`src/rtl/hsm_pkg.sv`:
```
package hsm_pkg;

    localparam int FRAME_W = 17;
    localparam int DATA_W  = FRAME_W - 1;

    typedef enum logic [2:0] {
        CLS_VALID    = 3'd0,
        CLS_COMPLETE = 3'd1,
        CLS_NOTREADY = 3'd2,
        CLS_BUSERR   = 3'd3,
        CLS_ILLEGAL  = 3'd4,
        CLS_PROTERR  = 3'd5
    } reply_class_e;

    typedef enum logic [1:0] {
        ST_IDLE   = 2'd0,
        ST_LOW    = 2'd1,
        ST_HIGH   = 2'd2,
        ST_FINISH = 2'd3
    } link_state_e;

endpackage

```
`src/rtl/hsm_ticker.sv`:
```
module hsm_ticker #(
    parameter int DLY_W = 8
) (
    input  logic             clk,
    input  logic             rst_n,
    input  logic             arm_i,
    input  logic             reload_i,
    input  logic [DLY_W-1:0] dly_i,
    output logic             expired_o
);

    logic [DLY_W-1:0] period_q;
    logic [DLY_W-1:0] count_q;

    // Period is captured once per frame; later changes of dly_i are not seen.
    always_ff @(posedge clk or negedge rst_n) begin
        if (!rst_n) begin
            period_q <= '0;
        end else if (arm_i) begin
            period_q <= dly_i;
        end
    end

    always_ff @(posedge clk or negedge rst_n) begin
        if (!rst_n) begin
            count_q <= '0;
        end else if (arm_i) begin
            count_q <= dly_i;
        end else if (reload_i) begin
            count_q <= period_q;
        end else if (count_q != '0) begin
            count_q <= count_q - 1'b1;
        end
    end

    assign expired_o = (count_q == '0);

endmodule

```
`src/rtl/hsm_shifter.sv`:
```
module hsm_shifter #(
    parameter int FRAME_W = 17
) (
    input  logic               clk,
    input  logic               rst_n,
    input  logic               load_i,
    input  logic [FRAME_W-1:0] frame_i,
    input  logic               advance_i,
    input  logic               capture_i,
    input  logic               rx_bit_i,
    output logic               tx_bit_o,
    output logic               last_o,
    output logic [FRAME_W-1:0] rx_word_o
);

    localparam int CNT_W = $clog2(FRAME_W + 1);
    localparam logic [CNT_W-1:0] FULL_CNT = CNT_W'(FRAME_W);

    logic [FRAME_W-1:0] tx_q;
    logic [FRAME_W-1:0] rx_q;
    logic [CNT_W-1:0]   left_q;

    always_ff @(posedge clk or negedge rst_n) begin
        if (!rst_n) begin
            tx_q   <= '0;
            left_q <= '0;
        end else if (load_i) begin
            tx_q   <= frame_i;
            left_q <= FULL_CNT;
        end else if (advance_i) begin
            tx_q   <= {tx_q[FRAME_W-2:0], 1'b0};
            left_q <= left_q - 1'b1;
        end
    end

    always_ff @(posedge clk or negedge rst_n) begin
        if (!rst_n) begin
            rx_q <= '0;
        end else if (load_i) begin
            rx_q <= '0;
        end else if (capture_i) begin
            rx_q <= {rx_q[FRAME_W-2:0], rx_bit_i};
        end
    end

    assign tx_bit_o  = tx_q[FRAME_W-1];
    assign last_o    = (left_q == CNT_W'(1));
    assign rx_word_o = rx_q;

endmodule

```
`src/rtl/hsm_classify.sv`:
```
module hsm_classify
    import hsm_pkg::*;
#(
    parameter int FRAME_W = 17
) (
    input  logic [FRAME_W-1:0] word_i,
    output reply_class_e       class_o
);

    localparam int DW = FRAME_W - 1;
    localparam logic [DW-1:0] ALL_ONES = {DW{1'b1}};
    localparam logic [DW-1:0] VAL_ZERO = '0;
    localparam logic [DW-1:0] VAL_ONE  = DW'(1);

    logic          flag;
    logic [DW-1:0] value;

    assign flag  = word_i[FRAME_W-1];
    assign value = word_i[DW-1:0];

    always_comb begin
        if (!flag) begin
            class_o = (value == ALL_ONES) ? CLS_COMPLETE : CLS_VALID;
        end else if (value == VAL_ZERO) begin
            class_o = CLS_NOTREADY;
        end else if (value == VAL_ONE) begin
            class_o = CLS_BUSERR;
        end else if (value == ALL_ONES) begin
            class_o = CLS_ILLEGAL;
        end else begin
            class_o = CLS_PROTERR;
        end
    end

endmodule

```
`src/rtl/hsm_top.sv`:
```
module hsm_top
    import hsm_pkg::*;
#(
    parameter int DLY_W = 8
) (
    input  logic               clk,
    input  logic               rst_n,
    input  logic               start_i,
    input  logic [DATA_W-1:0]  cmd_i,
    input  logic [DLY_W-1:0]   half_dly_i,
    input  logic               tgt_sdo_i,
    output logic               dclk_o,
    output logic               host_sdo_o,
    output logic               busy_o,
    output logic               done_o,
    output logic [FRAME_W-1:0] reply_o,
    output logic [2:0]         class_o
);

    link_state_e  state_q, state_d;
    logic         arm, reload, advance, capture;
    logic         expired, last_bit;
    logic         dclk_q;
    reply_class_e cls;

    hsm_ticker #(.DLY_W(DLY_W)) u_ticker (
        .clk       (clk),
        .rst_n     (rst_n),
        .arm_i     (arm),
        .reload_i  (reload),
        .dly_i     (half_dly_i),
        .expired_o (expired)
    );

    hsm_shifter #(.FRAME_W(FRAME_W)) u_shifter (
        .clk       (clk),
        .rst_n     (rst_n),
        .load_i    (arm),
        .frame_i   ({1'b0, cmd_i}),
        .advance_i (advance),
        .capture_i (capture),
        .rx_bit_i  (tgt_sdo_i),
        .tx_bit_o  (host_sdo_o),
        .last_o    (last_bit),
        .rx_word_o (reply_o)
    );

    hsm_classify #(.FRAME_W(FRAME_W)) u_classify (
        .word_i  (reply_o),
        .class_o (cls)
    );

    // State register
    always_ff @(posedge clk or negedge rst_n) begin
        if (!rst_n) begin
            state_q <= ST_IDLE;
        end else begin
            state_q <= state_d;
        end
    end

    // Next state and datapath controls
    always_comb begin
        state_d = state_q;
        arm     = 1'b0;
        reload  = 1'b0;
        advance = 1'b0;
        capture = 1'b0;
        unique case (state_q)
            ST_IDLE, ST_FINISH: begin
                if (start_i) begin
                    arm     = 1'b1;
                    state_d = ST_LOW;
                end else begin
                    state_d = ST_IDLE;
                end
            end
            ST_LOW: begin
                if (expired) begin
                    capture = 1'b1;
                    reload  = 1'b1;
                    state_d = ST_HIGH;
                end
            end
            ST_HIGH: begin
                if (expired) begin
                    if (last_bit) begin
                        state_d = ST_FINISH;
                    end else begin
                        advance = 1'b1;
                        reload  = 1'b1;
                        state_d = ST_LOW;
                    end
                end
            end
            default: state_d = ST_IDLE;
        endcase
    end

    // Registered debug clock: low exactly while in ST_LOW
    always_ff @(posedge clk or negedge rst_n) begin
        if (!rst_n) begin
            dclk_q <= 1'b1;
        end else begin
            dclk_q <= (state_d != ST_LOW);
        end
    end

    // Outputs
    always_comb begin
        dclk_o  = dclk_q;
        busy_o  = (state_q == ST_LOW) || (state_q == ST_HIGH);
        done_o  = (state_q == ST_FINISH);
        class_o = cls;
    end

endmodule

```
`config.mk`:
```
export PLATFORM = sky130hd
export DESIGN_NAME = hsm_top
export DESIGN_NICKNAME = d
export VERILOG_FILES = /design/src/rtl/hsm_pkg.sv /design/src/rtl/hsm_ticker.sv /design/src/rtl/hsm_shifter.sv /design/src/rtl/hsm_classify.sv /design/src/rtl/hsm_top.sv
export SDC_FILE = /design/constraint.sdc
export NUM_CORES = 1
export LEC_CHECK = 0
export BUFFER_PORTS_ARGS = -buffer_cell sky130_fd_sc_hd__buf_2
export CORE_UTILIZATION = 56
export DETAILED_ROUTE_END_ITERATION = 7
export PLACE_DENSITY_LB_ADDON = 0.05
export SETUP_SLACK_MARGIN = 0.05
export SYNTH_ARGS = -nofsm -noshare
export SYNTH_HDL_FRONTEND = slang
export SYNTH_HIERARCHICAL = 1
export SYNTH_SLANG_ARGS = --single-unit
```
`constraint.sdc`:
```
create_clock -name clk -period 3.7 [get_ports clk]
set_clock_uncertainty 0.15 [all_clocks]
set_input_delay 0.37 -clock clk [delete_from_list [all_inputs] [get_ports clk]]
set_output_delay 0.37 -clock clk [all_outputs]
set_load 0.01 [all_outputs]
```
==> metrics.txt <==
initial antenna violation count 0; row count 26; Power Density approximately 490 nW/um2; Port Buf Inserts between 50 and 60; vias between 2k and 2.5k; f_max 342 MHz; synthesis warning total 6; worst path cell trace inv_1, ha_1, or3b_2, nor2_1, and3b_2, buf_4, nor4b_4, mux2_4; Mapped Avg Cell Area ~10 um2; crit share post-route 79.1%; Die X-Extent about 75 um; CP bufs+invs 2; ys flop type dfrtp_1; Async SR Flop Fraction between 90% and 100%; Worst-Skew Late Latency ~330 ps; Die Height 75.0 um; Hold Path Class in -> reg; CP endpoint kind flip-flop; initial DRC count 130; crit-path leading delay family simple AND/OR/NAND/NOR gates; # fillers 421; first-pass GRT wire length between 9000 and 10000 um; Fin. Hold Viols 0; final setup fails 0; CP Class reg -> reg; vias in the first global route 2042; RSZ-0062 raised after global routing no; sequential element share of the synthesized area around half; GRT Overall Usage around 23%; worst-path maximum fanout 24; share of cells above drive strength 1 roughly 24%; Rel. slew slack 36.9%; CTS clk-pin slew, worst paths around 60 ps; n_diodes 0; post-synthesis cell type count 50; Detailed Place HPWL between 3000 and 4000 um; die area around 5600 um2; Remaining Overflow, GRT 0; Core ar. slightly above 5000 um2; crit path time final 2930 ps; clk buf depth 2; Critical Path AT ~3000 ps; Seq cells post-synth between 50 and 60; Crit path largest cell delay 490 ps; Mapped Nets 322; Initial Utilization between 50% and 60%; Root Buffer clkbuf_8; wire per inst around 14 um; DRT antenna net count 0; Total Neg Setup Slack 0 ps; Finished Layout Cells 412; Mapped Cells about 290; post-CTS sizing 0; multi-input logic area about 1400 um2; run status finished clean; Post-synth EDFFs 0; Area growth syn-to-layout 14.9%; # nets final around 380; largest net degree at the start of global routing 55; Routed WL around 5600 um; cts bufs inserted 9; Worst VDD drop 0.352 mV; Ports 52; Crit path required time 3770 ps; leakage 1.55 nW; TritonCTS clock tree done; H-tree depth 3; Avg Vias per Cell roughly 5.2; CP max-delay cell or3b_2; Tightest Pin Transition 947 ps; TritonRoute pass-1 iters 4; RD Place Congestion 0.746; register area between 1000 and 1500 um2; synthesized area around 3000 um2; final slew viol count 0; maxcap violations 0; placed cells slightly below 400; Critical Path Source Type flip-flop; DRC viols 0; CTS sink count between 50 and 60
## Yosys cell counts, types with 4 or more instances
cell | n | share of area (%)
xnor2_1 | 5 | 1.5
a21oi_1 | 6 | 1.0
o21ai_0 | 15 | 2.5
buf_6 | 5 | 1.9
buf_2 | 5 | 0.84
nor2_1 | 28 | 3.5
nand2_1 | 28 | 3.5
nor2b_1 | 5 | 1.0
nor3_1 | 4 | 0.67
nand2b_1 | 4 | 0.84
nor4_1 | 4 | 0.84
mux2i_1 | 36 | 12
o21ai_1 | 13 | 2.2
dfrtp_1 | 57 | 48
inv_1 | 14 | 1.8
ha_1 | 8 | 3.4
nand4_1 | 5 | 1.0
## layer usage
| layer | routed length, um | up-vias | track usage, % |
|---|---|---|---|
| met1 | 2800 | 1015 | 30.1 |
| met5 | 0 | - | 0 |
| met4 | 88 | 0 | 7.55 |
| met2 | 2520 | 44 | 35.6 |
| li1 | - | 1088 | - |
| met3 | 208 | 9 | 7.63 |
## worst min-delay path: stages
cell     delay (ps)
buf_2            70
nand2_1          40
o21ai_0          60
## kinds of logic (layout without fill, tap and decap cells)
group                      count (synthesis)  count (layout)  synth area share, %
AOI/OAI and AO/OA                         46              46                 9.06
buffers and inverters                     30              86                 5.37
muxes                                     40              40                 13.8
adders and majority gates                  8               8                 3.36
and+or+nand+nor                           97              97                 17.8
xor gates and xnor gates                   6               6                 1.76
other                                      1               1                0.126
DFF                                       58              58                 48.7
## final cells by class
class | count | area share (%)
well taps | 70 | 2.56
clock buffers | 14 | 4.46
multi-input cells | 198 | 40.0
inverters | 14 | 1.53
repair buffers | 58 | 9.06
flip-flops and latches | 58 | 42.4
## registers in the layout, summed over array words and instances, names as in the netlist
register / count
u_shifter/rx_word_o: 17
u_ticker/period_q: 8
state_q: 2
u_ticker/count_q: 8
u_shifter/left_q: 5
u_shifter/tx_q: 17
dclk_o: 1
## cells in the final DEF (no fill, tap or decap), types with 2 or more instances in the layout
master and instances:
a211oi_1 2, a21oi_1 6, a31oi_1 2, and2_2 2, buf_2 51, buf_4 6, clkbuf_1 4, clkbuf_8 10
dfrtp_1 57, ha_1 8, inv_1 14, mux2_2 2, mux2_4 2, mux2i_1 36, nand2_1 28, nand2b_1 4
nand3b_1 2, nand4_1 5, nor2_1 28, nor2b_1 5, nor3_1 4, nor3b_1 3, nor4_1 4, o21ai_0 15
o21ai_1 13, xnor2_1 5
## where the power goes
group          switching, mW  leakage [nW]  internal (mW)  total [mW]
combinational          0.194         0.738          0.176       0.369
clock                  0.226        0.0766          0.255       0.481
sequential            0.0790         0.737          0.748       0.827
total                  0.499          1.55           1.18        1.68
## final timing paths
check                      depth (start not counted)                  from  slack (ps)                    to
setup / recovery                                   8   u_ticker/count_q[0]         770   u_shifter/left_q[3]
hold / removal                                     3              cmd_i[0]          90     u_shifter/tx_q[0]
setup reg to reg                                   8   u_ticker/count_q[0]         770   u_shifter/left_q[3]
hold reg to reg                                    1  u_ticker/period_q[4]         360   u_ticker/count_q[4]
max in group asynchronous                          3                 rst_n        2080  u_ticker/period_q[0]
min in group asynchronous                          2                 rst_n         500    u_shifter/tx_q[16]
## repair_timing
| item | CTS | global route |
|---|---|---|
| buffers inserted | 0 | 0 |
| hold buffers | 1 | 0 |
| hold endpoints to repair | 32 | 0 |
## metrics by stage
step | utilization, % | setup WS [ps] | cell area [um2] | hold slack (ps) | total power [mW]
detailed placement | 63.9 | 783 | 3260 | 333 | 1.21
floorplan | - | 995 | 2980 | -75.6 | 1.10
finish | 67.1 | 774 | 3430 | 94.0 | 1.68
CTS | 67.1 | 762 | 3430 | 88.3 | 1.69
global placement | 63.9 | 883 | 3260 | 330 | 1.20
global route | 67.1 | 572 | 3430 | 85.5 | 1.79
(Power assumes the default switching activity.)
